===== src/rtl/cclk_pkg.sv =====
package cclk_pkg;
    typedef enum logic {
        MODE_EVEN = 1'b0,
        MODE_EXT  = 1'b1
    } div_mode_e;
endpackage


===== src/rtl/cclk_ratio.sv =====
module cclk_ratio
    import cclk_pkg::*;
#(
    parameter int DIV_W   = 8,
    parameter int RATIO_W = DIV_W + 2
) (
    input  logic               ext_mode,
    input  logic [DIV_W-1:0]   div_val,
    input  logic               odd_bit,
    output logic [RATIO_W-1:0] ratio,
    output logic [RATIO_W-1:0] high_len
);
    logic odd_eff;

    always_comb begin
        odd_eff  = (div_mode_e'(ext_mode) == MODE_EXT) ? odd_bit : 1'b0;
        high_len = RATIO_W'(div_val) + RATIO_W'(1);
        ratio    = RATIO_W'({div_val, 1'b0}) + RATIO_W'(2) + RATIO_W'(odd_eff);
    end
endmodule


===== src/rtl/cclk_phase.sv =====
module cclk_phase #(
    parameter int RATIO_W = 10
) (
    input  logic               clk,
    input  logic               rst_n,
    input  logic               en,
    input  logic [RATIO_W-1:0] ratio_in,
    input  logic [RATIO_W-1:0] high_in,
    output logic               card_clk,
    output logic               rise
);
    typedef struct packed {
        logic               run;
        logic [RATIO_W-1:0] cnt;
        logic [RATIO_W-1:0] ratio;
        logic [RATIO_W-1:0] high;
        logic               level;
        logic               rise;
    } phase_t;

    phase_t st_q, st_d;
    logic [RATIO_W-1:0] cnt_inc;
    logic               period_end;

    always_comb begin
        st_d       = st_q;
        cnt_inc    = st_q.cnt + RATIO_W'(1);
        period_end = (st_q.cnt == st_q.ratio - RATIO_W'(1));
        if (!en) begin
            st_d.run   = 1'b0;
            st_d.cnt   = '0;
            st_d.level = 1'b0;
            st_d.rise  = 1'b0;
        end else if (!st_q.run || period_end) begin
            st_d.run   = 1'b1;
            st_d.cnt   = '0;
            st_d.ratio = ratio_in;
            st_d.high  = high_in;
            st_d.level = 1'b1;
            st_d.rise  = 1'b1;
        end else begin
            st_d.cnt   = cnt_inc;
            st_d.level = (cnt_inc < st_q.high);
            st_d.rise  = 1'b0;
        end
    end

    always_ff @(posedge clk or negedge rst_n) begin
        if (!rst_n) begin
            st_q <= '0;
        end else begin
            st_q <= st_d;
        end
    end

    assign card_clk = st_q.level;
    assign rise     = st_q.rise;
endmodule


===== src/rtl/cclk_wait.sv =====
module cclk_wait #(
    parameter int WAIT_W = 8
) (
    input  logic              clk,
    input  logic              rst_n,
    input  logic              tick,
    input  logic              load,
    input  logic [WAIT_W-1:0] count,
    output logic              done
);
    typedef struct packed {
        logic [WAIT_W-1:0] left;
    } wait_t;

    wait_t st_q, st_d;

    always_comb begin
        st_d = st_q;
        if (load) begin
            st_d.left = count;
        end else if (tick && (st_q.left != '0)) begin
            st_d.left = st_q.left - WAIT_W'(1);
        end
    end

    always_ff @(posedge clk or negedge rst_n) begin
        if (!rst_n) begin
            st_q <= '0;
        end else begin
            st_q <= st_d;
        end
    end

    assign done = (st_q.left == '0);
endmodule


===== src/rtl/cclk_gen.sv =====
module cclk_gen #(
    parameter int DIV_W  = 8,
    parameter int WAIT_W = 8
) (
    input  logic              clk,
    input  logic              rst_n,
    input  logic              en,
    input  logic              ext_mode,
    input  logic [DIV_W-1:0]  div_val,
    input  logic              odd_bit,
    input  logic              wait_load,
    input  logic [WAIT_W-1:0] wait_cycles,
    output logic              card_clk,
    output logic              rise_pulse,
    output logic              wait_done
);
    localparam int RATIO_W = DIV_W + 2;

    logic [RATIO_W-1:0] ratio_w;
    logic [RATIO_W-1:0] high_w;

    cclk_ratio #(.DIV_W(DIV_W), .RATIO_W(RATIO_W)) u_ratio (
        .ext_mode (ext_mode),
        .div_val  (div_val),
        .odd_bit  (odd_bit),
        .ratio    (ratio_w),
        .high_len (high_w)
    );

    cclk_phase #(.RATIO_W(RATIO_W)) u_phase (
        .clk      (clk),
        .rst_n    (rst_n),
        .en       (en),
        .ratio_in (ratio_w),
        .high_in  (high_w),
        .card_clk (card_clk),
        .rise     (rise_pulse)
    );

    cclk_wait #(.WAIT_W(WAIT_W)) u_wait (
        .clk   (clk),
        .rst_n (rst_n),
        .tick  (rise_pulse),
        .load  (wait_load),
        .count (wait_cycles),
        .done  (wait_done)
    );
endmodule


===== config.mk =====
export PLATFORM = sky130hd
export DESIGN_NAME = cclk_gen
export DESIGN_NICKNAME = d
export VERILOG_FILES = /design/src/rtl/cclk_pkg.sv /design/src/rtl/cclk_ratio.sv /design/src/rtl/cclk_phase.sv /design/src/rtl/cclk_wait.sv /design/src/rtl/cclk_gen.sv
export SDC_FILE = /design/constraint.sdc
export NUM_CORES = 1
export LEC_CHECK = 0
export BUFFER_PORTS_ARGS = -buffer_cell sky130_fd_sc_hd__buf_2
export CORE_AREA = 4 4 49 95
export CTS_BUF_LIST = sky130_fd_sc_hd__clkbuf_8
export CTS_CLUSTER_DIAMETER = 150
export DETAILED_ROUTE_END_ITERATION = 7
export DIE_AREA = 0 0 53 99
export GPL_TIMING_DRIVEN = 0
export PLACE_DENSITY = 0.82
export SLEW_MARGIN = 10
export SYNTH_ARGS = -nofsm -noshare
export SYNTH_HDL_FRONTEND = slang
export SYNTH_SLANG_ARGS = --single-unit

===== constraint.sdc =====
create_clock -name clk -period 3.1 [get_ports clk]
set_input_delay 0.93 -clock clk [delete_from_list [all_inputs] [get_ports clk]]
set_output_delay 0.93 -clock clk [all_outputs]
set_load 0.005 [all_outputs]

== After elaboration in Yosys (flattened, before gate mapping) ==
Cells that the tools add are included.

* Muxes and demuxes: 8
* Reductions and logical operators: 7
* Magnitude comparators: 1
* Equality and inequality tests: 2
* Add/sub/neg operators: 6

{| class="wikitable"
|+ Operators with widths
! operator !! count
|-
| two-way mux 8 bit || 2
|-
| two-way mux 11 bit || 1
|-
| adder 10 x 1 -> 10 bit || 1
|-
| adder 10 x 1 -> 10 bit (second input constant) || 1
|-
| adder 9 x 2 -> 10 bit (second input constant) || 1
|-
| equality test 10 bit || 1
|-
| less-than comparator 10 bit || 1
|-
| two-way mux 10 bit || 1
|-
| subtractor 10 x 1 -> 10 bit (second input constant) || 1
|-
| adder 8 x 1 -> 9 bit (second input constant) || 1
|-
| zero test 8 bit || 1
|-
| nonzero test 8 bit || 1
|-
| subtractor 8 x 1 -> 8 bit (second input constant) || 1
|-
| two-way mux 2 bit || 2
|-
| two-way mux 1 bit || 2
|-
| != test 2 x 1 -> 1 bit (second input constant) || 1
|-
| AND reduction 2 bit || 1
|-
| nonzero test 2 bit || 1
|-
| logical AND 1 bit || 1
|-
| zero test 1 bit || 1
|-
| logical OR 1 bit || 1
|}

* Logic and storage cells: 31
* Bits of input ports: 22
* Flip-flop bits (word level): 41
* Output and inout bits: 3

== Logic depth before layout (Yosys ltp) ==
Gate-level depths: netlist of the first run.

* Depth in word-level cells: 5
* Gate-level depth with buffers: 10
* Depth with buffers taken out: 10

== Modules after synthesis ==
A second synthesis of the first run with hierarchy kept.

* Cell total of the unflattened synthesis: 387
* Area, all modules: 3216.8 um^2

{| class="wikitable"
|+ By module, submodules not included
! module !! area each (um^2) !! times used !! seq. area each (um^2) !! cells each
|-
| cclk_phase || 2481.1 || 1 || 825.8 || 299
|-
| cclk_wait || 528.0 || 1 || 200.2 || 58
|-
| cclk_ratio || 207.7 || 1 || 0.0 || 30
|}

== Least setup slack after synthesis of the first run ==
OpenSTA, ideal clock, no wires.

* Path kind: register to register
* From: register u_phase.st_q[12] in the netlist's numbering
* To: register u_phase.st_q[17] in the netlist's numbering
* Required time: 2.969 ns
* Setup slack: 0.769 ns
* Data arrival time: 2.200 ns
* Library setup time: 0.131 ns
* Period minus slack after synthesis: 2.331 ns
* Buffers on the path: 1
* Cell stages (with the launch flop): 10
* Cell sequence: dfrtp_1 > inv_1 > ha_1 > nor3b_2 > nand3_1 > a2111oi_2 > and4_1 > buf_2 > nor2_1 > or3_1

* Word-level cells in the longest chain between the ends: 4

{| class="wikitable"
|+ Ends and longest elaborated chain
! what !! RTL line !! source
|-
| start, declared || cclk_phase.sv:21 || <nowiki>phase_t st_q, st_d;</nowiki>
|-
| start signal, assigned || cclk_phase.sv:52 || <nowiki>st_q <= st_d;</nowiki>
|-
| subtractor 10 x 1 -> 10 bit || cclk_phase.sv:28 || <nowiki>period_end = (st_q.cnt == st_q.ratio - RATIO_W'(1));</nowiki>
|-
| equality test 10 bit || cclk_phase.sv:28 ||
|-
| logical OR 1 bit || cclk_phase.sv:34 || <nowiki>end else if (!st_q.run || period_end) begin</nowiki>
|-
| AND reduction 2 bit (no line) || n/a ||
|}

Every way passes these cells.
A chain may end at the register's enable or synchronous reset.

== Final worst setup path of the first run ==
* From: register u_wait.st_q[2] in the netlist's numbering
* To: output wait_done

* Word-level cells in the longest chain between the ends: 1

{| class="wikitable"
|+ Ends and longest elaborated chain
! what !! RTL line !! source
|-
| start, declared || cclk_wait.sv:15 || <nowiki>wait_t st_q, st_d;</nowiki>
|-
| start signal, assigned || cclk_wait.sv:30 || <nowiki>st_q <= st_d;</nowiki>
|-
| zero test 8 bit || cclk_wait.sv:34 || <nowiki>assign done = (st_q.left == '0);</nowiki>
|-
| end, declared || cclk_gen.sv:15 || <nowiki>output logic wait_done</nowiki>
|}

Every way passes these cells.

==> tab_implementation.tex, run 1 <==
\begin{tabular}{lr}
\hline
Metric & Value \\
\hline
\multicolumn{2}{l}{\textbf{Run status}} \\
\quad Run status & finished clean \\
\multicolumn{2}{l}{\textbf{Drt}} \\
\quad Routed wire length & 5742 um \\
\quad Detailed Routing Iterations Pass 1 & 4 \\
\quad Average via count per standard cell & 6.101 \\
\quad DRT iter0 DRCs & 30 \\
\quad Routed Antenna Nets & 0 \\
\quad Drt wl/cell & 16.50 um \\
\quad Number of vias in the routed layout & 2123 \\
\quad DRC violations left & 0 \\
\multicolumn{2}{l}{\textbf{Pwr}} \\
\quad Sequential group share of total power & 0.490 \\
\quad Total chip power & 961.6 uW \\
\quad Switching share of total power & 0.3060 \\
\quad Maximum vdd ir drop & 0.2395 mV \\
\quad Power per unit of standard cell area & 369.9 nW/um\^{}2 \\
\quad Cell internal power dissipation & 667.4 uW \\
\quad Clock network fraction of design power & 0.297 \\
\quad Leakage power summed over all cells & 1.185 nW \\
\quad Power dissipated by switching net loads & 294.3 uW \\
\quad Part of the total power dissipated in combinational logic & 0.213 \\
\multicolumn{2}{l}{\textbf{Logic synthesis}} \\
\quad Top cells by area in the synthesized netlist & dfrtp\_1, xnor2\_1, ha\_1 \\
\quad Mean cell area of the mapped netlist & 8.763 um\^{}2 \\
\quad Syn\_nets & 303 \\
\quad Cell variety after synth & 49 \\
\quad Instance count of the mapped netlist & 268 \\
\quad Primary FF master, synth & dfrtp\_1 \\
\quad Synth Cell Area & 2349 um\^{}2 \\
\quad Sequential fraction of the synthesis area & 0.3303 \\
\quad Count of flip-flops with a built-in enable after synthesis & 0 \\
\quad Proportion of register bits with asynchronous set or reset after synthesis & 1.000 \\
\quad Top-area cell type share of the netlist area & 0.3303 \\
\quad Cell type with the highest aggregate area in the netlist & dfrtp\_1 \\
\quad Synthesized flop and latch total & 31 \\
\quad Count of warnings emitted by yosys & 0 \\
\multicolumn{2}{l}{\textbf{Final layout}} \\
\quad Final instance count without filler cells & 348 \\
\quad Utilization of the core after routing & 0.6695 \\
\quad Layout Cell Area excl Fill & 2600 um\^{}2 \\
\quad Antenna Diode Count & 0 \\
\quad Layout Area Growth over Synthesis & 10.71\% \\
\quad Final Net Count & 333 \\
\quad Layout cell share with drive strength beyond 1 & 0.1481 \\
\multicolumn{2}{l}{\textbf{Hold path}} \\
\quad Hold path cells & 2 \\
\quad Hold Crit Class & reg2reg \\
\quad Hold endpoint & u\_wait.st\_q[5] \\
\quad Worst Hold Launch & u\_wait.st\_q[5] \\
\multicolumn{2}{l}{\textbf{Clock tree}} \\
\quad Worst-skew pair later-pin latency & 280 ps \\
\quad H-tree depth reported by CTS & 2 \\
\quad Total of hold buffers inserted after clock tree synthesis & 0 \\
\quad Number of clock sinks & 31 \\
\quad Clock transition at the registers of the reported paths & 60 ps \\
\quad Number of CTS-inserted buffers & 5 \\
\quad Worst-case clock buffer depth & 2 \\
\quad TritonCTS clock tree & built \\
\quad Number of buffers inserted to repair setup after CTS & 0 \\
\quad PostCTS Resize Cnt & 0 \\
\quad CTS Root Buffer Type & clkbuf\_8 \\
\multicolumn{2}{l}{\textbf{GRT}} \\
\quad Maximum number of pins on one net before global-route repair & 32 \\
\quad Number of global-route vias before repair & 2285 \\
\quad First-pass GRT wire length & 10020 um \\
\quad Grt ovf & 0 \\
\quad GR Util All Layers & 0.2536 \\
\quad Antenna violations before repair & 0 \\
\multicolumn{2}{l}{\textbf{Setup path}} \\
\quad FF-to-FF End & u\_phase.st\_q[26] \\
\quad Data required, critical path & 2170 ps \\
\quad Register-to-register path setup slack & 420 ps \\
\quad Startpoint types & flop \\
\quad Critical path endpoint category & output pin \\
\quad Highest net fanout along the worst path & 5 \\
\quad Number of cell instances on the worst register-to-register path & 8 \\
\quad Setup Crit Path Kind & reg2out \\
\quad Startpoint of the worst register-to-register path & u\_phase.st\_q[12] \\
\quad Critical path arrival & 1830 ps \\
\multicolumn{2}{l}{\textbf{Die}} \\
\quad Die footprint & 5247 um\^{}2 \\
\quad Core area & 3884 um\^{}2 \\
\quad Vertical die dimension & 99 um \\
\quad Starting Density & 0.6047 \\
\quad Standard-cell row count & 32 \\
\quad Die X & 53 um \\
\quad Top-Level Pins & 25 \\
\multicolumn{2}{l}{\textbf{STA}} \\
\quad RSZ-0062 raised after global routing & no \\
\quad Max Slew Vio Count & 0 \\
\quad Minimum clock period & 2763 ps \\
\quad Worst slew slack as a fraction of its limit & 0.5344 \\
\quad Achievable clock frequency & 0.3619 GHz \\
\quad Transition time at the pin with the least slew margin & 698.4 ps \\
\quad Clock Skew & 8.707 ps \\
\quad Final Hold Violating Endpoints & 0 \\
\quad Total setup violations reported at the end of the flow & 0 \\
\quad Worst Hold Margin & 590.4 ps \\
\quad Share of the clock period used by the worst path & 0.8912 \\
\quad TNS Setup & 0 ps \\
\quad Fin worst setup slack & 337.2 ps \\
\multicolumn{2}{l}{\textbf{Placed design}} \\
\quad RD Place Congestion & 0.8500 \\
\quad Area of placed instances & 2527 um\^{}2 \\
\quad \# port buffers & 23 \\
\quad Number of instances in the placed design & 342 \\
\quad Post-detailed-placement half-perimeter wirelength & 4487 um \\
\quad Place WS & 426.0 ps \\
\multicolumn{2}{l}{\textbf{Flow run}} \\
\quad Number of maximum-capacitance violations & 0 \\
\hline
\end{tabular}
[power by group through the flow]
stage / Clock (mW) / Combinational (mW) / Sequential (mW)
after floorplan: 0 / 0.144 / 0.467
after global placement: 0 / 0.197 / 0.475
after detailed placement: 0 / 0.203 / 0.477
after CTS: 0.289 / 0.204 / 0.470
after global routing: 0.308 / 0.232 / 0.476
final: 0.286 / 0.205 / 0.471
[flip-flops by register name (all words and copies together), names as in the netlist]
signal            count
u_phase.card_clk      1
u_phase.rise          1
u_phase.st_q         21
u_wait.st_q           8
[cells by family (layout without fill, tap and decap cells)]
group / Yosys count / count (layout) / share of synthesized area
AO/OA/AOI/OAI: 43 / 43 / 0.1284
XOR/XNOR: 30 / 30 / 0.1151
adder cells (fa/ha/maj): 13 / 13 / 0.06926
buffers and inverters: 29 / 58 / 0.05701
flip-flops: 31 / 31 / 0.3303
multiplexers: 1 / 1 / 0.004795
AND/OR/NAND/NOR: 121 / 121 / 0.2952
[cell usage after synthesis, types with 2 or more instances]
master / count
o22ai_1: 5
o221ai_1: 2
a222oi_1: 3
or4_1: 4
nor2b_1: 10
a21oi_1: 4
a211oi_1: 2
dfrtp_1: 31
nand2b_1: 3
a21o_1: 2
buf_6: 3
ha_1: 13
nand4_1: 4
xnor2_1: 20
nand4b_1: 2
clkbuf_1: 7
buf_2: 2
a31oi_1: 5
nor4_1: 4
nor2_1: 15
nor3_1: 6
and4_1: 3
nand3_1: 20
inv_1: 17
or3_1: 5
o21ai_0: 12
and2_1: 6
nand2_1: 28
xor2_1: 9
and3_1: 2
[worst max-delay path, stage by stage, from the launching register on]
cell and delay, ps:
dfrtp_1 440, nor4_1 590, and4bb_2 400, buf_2 130
[layout make-up]
cell class	instances	area (um^2)
plain buffers	12	70.07
clock buffers	5	68.82
clock inverters	1	3.754
fillers	349	1284
inverters	17	63.81
multi-input cells	208	1439
flip-flops and latches	31	775.7
well taps	51	63.81
repair buffers	23	115.1
[cell usage in the layout, fill, tap and decap left out, types with 3 or more instances in the layout]
master,synthesis,final
dfrtp_1,31,31
nand2_1,28,28
buf_2,2,25
nand3_1,20,20
xnor2_1,20,20
inv_1,17,18
nor2_1,15,15
ha_1,13,13
o21ai_0,12,12
nor2b_1,10,10
xor2_1,9,9
clkbuf_1,7,7
nor3_1,6,6
and2_1,6,6
or3_1,5,5
a31oi_1,5,5
o22ai_1,5,5
clkbuf_8,0,5
a21oi_1,4,4
nor4_1,4,4
nand4_1,4,4
or4_1,4,4
and4_1,3,3
buf_6,3,3
nand2b_1,3,3
a222oi_1,3,3
[how the worst max path moves through the flow]
stage                       endpoint             start  depth (start not counted)
floorplan           u_phase.st_q[17]  u_phase.st_q[12]                          9
global placement    u_phase.st_q[30]  u_phase.st_q[12]                          8
detailed placement  u_phase.st_q[24]  u_phase.st_q[13]                          8
CTS                        wait_done    u_wait.st_q[2]                          3
global route               wait_done    u_wait.st_q[2]                          3
finish                     wait_done    u_wait.st_q[2]                          3
[per-layer routing]
layer  up-vias  global-route usage  wire [um]
met5         -                   0          0
met4         0              0.1555        235
met3        18             0.04085        196
met2        68              0.4722       3300
met1      1022              0.2392       2010
li1       1015                   -          -
Note: power is estimated with default switching activity, not from simulation.
==> inputs of run 2 (changes only) <==
--- a/config.mk
+++ b/config.mk
@@ -6,13 +6,15 @@
 export NUM_CORES = 1
 export LEC_CHECK = 0
 export BUFFER_PORTS_ARGS = -buffer_cell sky130_fd_sc_hd__buf_2
-export CORE_AREA = 4 4 49 95
+export CELL_PAD_IN_SITES_DETAIL_PLACEMENT = 1
+export CELL_PAD_IN_SITES_GLOBAL_PLACEMENT = 1
+export CORE_AREA = 4 4 56 109
 export CTS_BUF_LIST = sky130_fd_sc_hd__clkbuf_8
 export CTS_CLUSTER_DIAMETER = 150
 export DETAILED_ROUTE_END_ITERATION = 7
-export DIE_AREA = 0 0 53 99
+export DIE_AREA = 0 0 60 113
 export GPL_TIMING_DRIVEN = 0
-export PLACE_DENSITY = 0.82
+export PLACE_DENSITY = 0.81
 export SLEW_MARGIN = 10
 export SYNTH_ARGS = -nofsm -noshare
 export SYNTH_HDL_FRONTEND = slang
==> tab_implementation.tex, run 2 (same netlist as run 1, synthesis figures left out) <==
\begin{tabular}{lr}
\hline
Metric & Value \\
\hline
\multicolumn{2}{l}{\textbf{Die}} \\
\quad Standard-cell row count & 38 \\
\quad Starting Density & 0.4410 \\
\quad Die footprint & 6780 um\^{}2 \\
\quad Vertical die dimension & 113 um \\
\quad Die X & 60 um \\
\quad Top-Level Pins & 25 \\
\quad Core area & 5325 um\^{}2 \\
\multicolumn{2}{l}{\textbf{STA}} \\
\quad Worst Hold Margin & 585.2 ps \\
\quad Clock Skew & 7.567 ps \\
\quad Max Slew Vio Count & 0 \\
\quad Total setup violations reported at the end of the flow & 0 \\
\quad Transition time at the pin with the least slew margin & 701.3 ps \\
\quad Minimum clock period & 2723 ps \\
\quad Worst slew slack as a fraction of its limit & 0.5324 \\
\quad Share of the clock period used by the worst path & 0.8785 \\
\quad RSZ-0062 raised after global routing & no \\
\quad TNS Setup & 0 ps \\
\quad Final Hold Violating Endpoints & 0 \\
\quad Fin worst setup slack & 376.6 ps \\
\quad Achievable clock frequency & 0.3672 GHz \\
\multicolumn{2}{l}{\textbf{Final layout}} \\
\quad Most frequent standard cell in the layout excluding fill and tap cells & dfrtp\_1 \\
\quad Layout cell share with drive strength beyond 1 & 0.1572 \\
\quad Antenna Diode Count & 0 \\
\quad Largest reg by FF count & u\_phase.st\_q \\
\quad Layout Area Growth over Synthesis & 13.11\% \\
\quad Largest register FFs & 21 \\
\quad Total area of multi-input combinational cells & 1439 um\^{}2 \\
\quad Fill cell total of the finished layout & 677 \\
\quad Final Net Count & 333 \\
\quad Highest-count cells in the layout ignoring fill and taps & dfrtp\_1, nand2\_1, buf\_2 \\
\quad Storage cell area & 775.7 um\^{}2 \\
\quad Registers with the most flip-flops & u\_phase.st\_q x21, u\_wait.st\_q x8 \\
\multicolumn{2}{l}{\textbf{Clock tree}} \\
\quad Number of buffers inserted to repair setup after CTS & 0 \\
\quad Total of hold buffers inserted after clock tree synthesis & 0 \\
\quad Number of clock sinks & 31 \\
\quad Worst-case clock buffer depth & 2 \\
\quad PostCTS Resize Cnt & 0 \\
\quad CTS Root Buffer Type & clkbuf\_8 \\
\quad TritonCTS clock tree & built \\
\quad Number of CTS-inserted buffers & 5 \\
\quad Clock transition at the registers of the reported paths & 60 ps \\
\quad H-tree depth reported by CTS & 2 \\
\quad Worst-skew pair later-pin latency & 300 ps \\
\multicolumn{2}{l}{\textbf{GRT}} \\
\quad GR Util All Layers & 0.2094 \\
\quad Antenna violations before repair & 0 \\
\quad Grt ovf & 0 \\
\quad First-pass GRT wire length & 10830 um \\
\quad Maximum number of pins on one net before global-route repair & 32 \\
\quad Number of global-route vias before repair & 2248 \\
\multicolumn{2}{l}{\textbf{Hold path}} \\
\quad Worst Hold Launch & u\_phase.st\_q[22] \\
\quad Hold endpoint & u\_phase.st\_q[22] \\
\quad Hold Crit Class & reg2reg \\
\quad Hold path cells & 1 \\
\multicolumn{2}{l}{\textbf{Pwr}} \\
\quad Leakage power summed over all cells & 1.205 nW \\
\quad Maximum vdd ir drop & 0.4576 mV \\
\quad Switching share of total power & 0.2879 \\
\quad Sequential group share of total power & 0.431 \\
\quad Total chip power & 1.097 mW \\
\quad Clock network fraction of design power & 0.379 \\
\quad Power per unit of standard cell area & 413.0 nW/um\^{}2 \\
\quad Power dissipated by switching net loads & 315.8 uW \\
\quad Cell internal power dissipation & 781.1 uW \\
\quad Part of the total power dissipated in combinational logic & 0.190 \\
\multicolumn{2}{l}{\textbf{Drt}} \\
\quad Met2 WL & 3349 um \\
\quad DRT iter0 DRCs & 47 \\
\quad Routed Antenna Nets & 0 \\
\quad Drt wl/cell & 17.23 um \\
\quad Routed wire length on met3 & 123 um \\
\quad DRC violations left & 0 \\
\quad Average via count per standard cell & 5.766 \\
\quad Detailed Routing Iterations Pass 1 & 4 \\
\quad Routed wire length & 6185 um \\
\quad Highest metal layer with signal wires & met4 \\
\quad Detailed-route wire length on metal 1 & 2614 um \\
\quad Number of vias in the routed layout & 2070 \\
\multicolumn{2}{l}{\textbf{Setup path}} \\
\quad Maximum single-stage delay on the critical path & 520 ps \\
\quad Register-to-register path setup slack & 380 ps \\
\quad Number of cell instances on the worst register-to-register path & 9 \\
\quad Family of cells with the greatest summed delay on the critical path & simple AND/OR/NAND/NOR gates \\
\quad Buffers and inverters on the worst path & 2 \\
\quad Startpoint types & flop \\
\quad Startpoint of the worst register-to-register path & u\_phase.st\_q[13] \\
\quad Ordered list of cells on the worst path & inv\_1 > ha\_1 > nor3b\_2 > nand3\_1 > a2111oi\_2 > and4\_1 > buf\_2 > nor2\_1 > or3\_1 \\
\quad Critical path arrival & 2880 ps \\
\quad Setup Crit Path Kind & reg2reg \\
\quad Highest net fanout along the worst path & 6 \\
\quad Data required, critical path & 3260 ps \\
\quad FF-to-FF End & u\_phase.st\_q[16] \\
\quad Critical path endpoint category & flop \\
\quad Master of the slowest instance on the critical path & a2111oi\_2 \\
\multicolumn{2}{l}{\textbf{Flow run}} \\
\quad Number of maximum-capacitance violations & 0 \\
\multicolumn{2}{l}{\textbf{Run status}} \\
\quad Run status & finished clean \\
\multicolumn{2}{l}{\textbf{Placed design}} \\
\quad RD Place Congestion & 0.7990 \\
\quad \# port buffers & 23 \\
\quad Place WS & 408.5 ps \\
\quad Post-detailed-placement half-perimeter wirelength & 4781 um \\
\hline
\end{tabular}
==> run 2: power groups by stage <==
stage               Clock, mW  Sequential (mW)  Combinational, mW
floorplan                   0            0.467              0.144
global placement            0            0.477              0.197
detailed placement          0            0.481              0.208
CTS                     0.429            0.473              0.210
global route            0.444            0.478              0.238
finish                  0.416            0.473              0.208
==> run 2: through the flow <==
step	utilization	cell area [um^2]	instances
after global placement	0.4767	2539	351
after floorplan	-	2349	268
after detailed placement	0.4767	2539	351
after CTS	0.4988	2656	359
final	0.4988	2656	359
after global routing	0.4988	2656	359
==> run 2: layout make-up <==
class,instances,share of cell area
clock inverter,2,0.01319
timing repair buffer,23,0.04333
tap,60,0.02826
clock buffer,6,0.03109
sequential,31,0.2920
multi-input combinational,208,0.5417
buffer,12,0.02638
inverter,17,0.02402
==> run 2: how the worst max path moves through the flow <==
stage,end,start,cells past startpoint,slack (ps)
2_1_floorplan,u_phase.st_q[17],u_phase.st_q[12],9,770
3_3_place_gp,u_phase.card_clk,u_phase.st_q[13],8,490
3_5_place_dp,u_phase.st_q[16],u_phase.st_q[13],9,410
4_1_cts,u_phase.st_q[16],u_phase.st_q[13],9,390
5_1_grt,u_phase.card_clk,u_phase.st_q[13],8,130
6_report,u_phase.st_q[16],u_phase.st_q[13],9,380
==> run 2: per-layer routing <==
| metal | vias to the layer above | global-route usage |
|---|---|---|
| met5 | - | 0 |
| met4 | 0 | 0.07249 |
| met3 | 5 | 0.03425 |
| met2 | 22 | 0.3490 |
| met1 | 1025 | 0.2653 |
| li1 | 1018 | - |
==> run 2: worst reg2reg max path, cell delays in order, from the launching register on <==
cell and delay, ps:
dfrtp_1 450, inv_1 110, ha_1 180, nor3b_2 310
nand3_1 140, a2111oi_2 520, and4_1 250, buf_2 180
nor2_1 70, or3_1 380
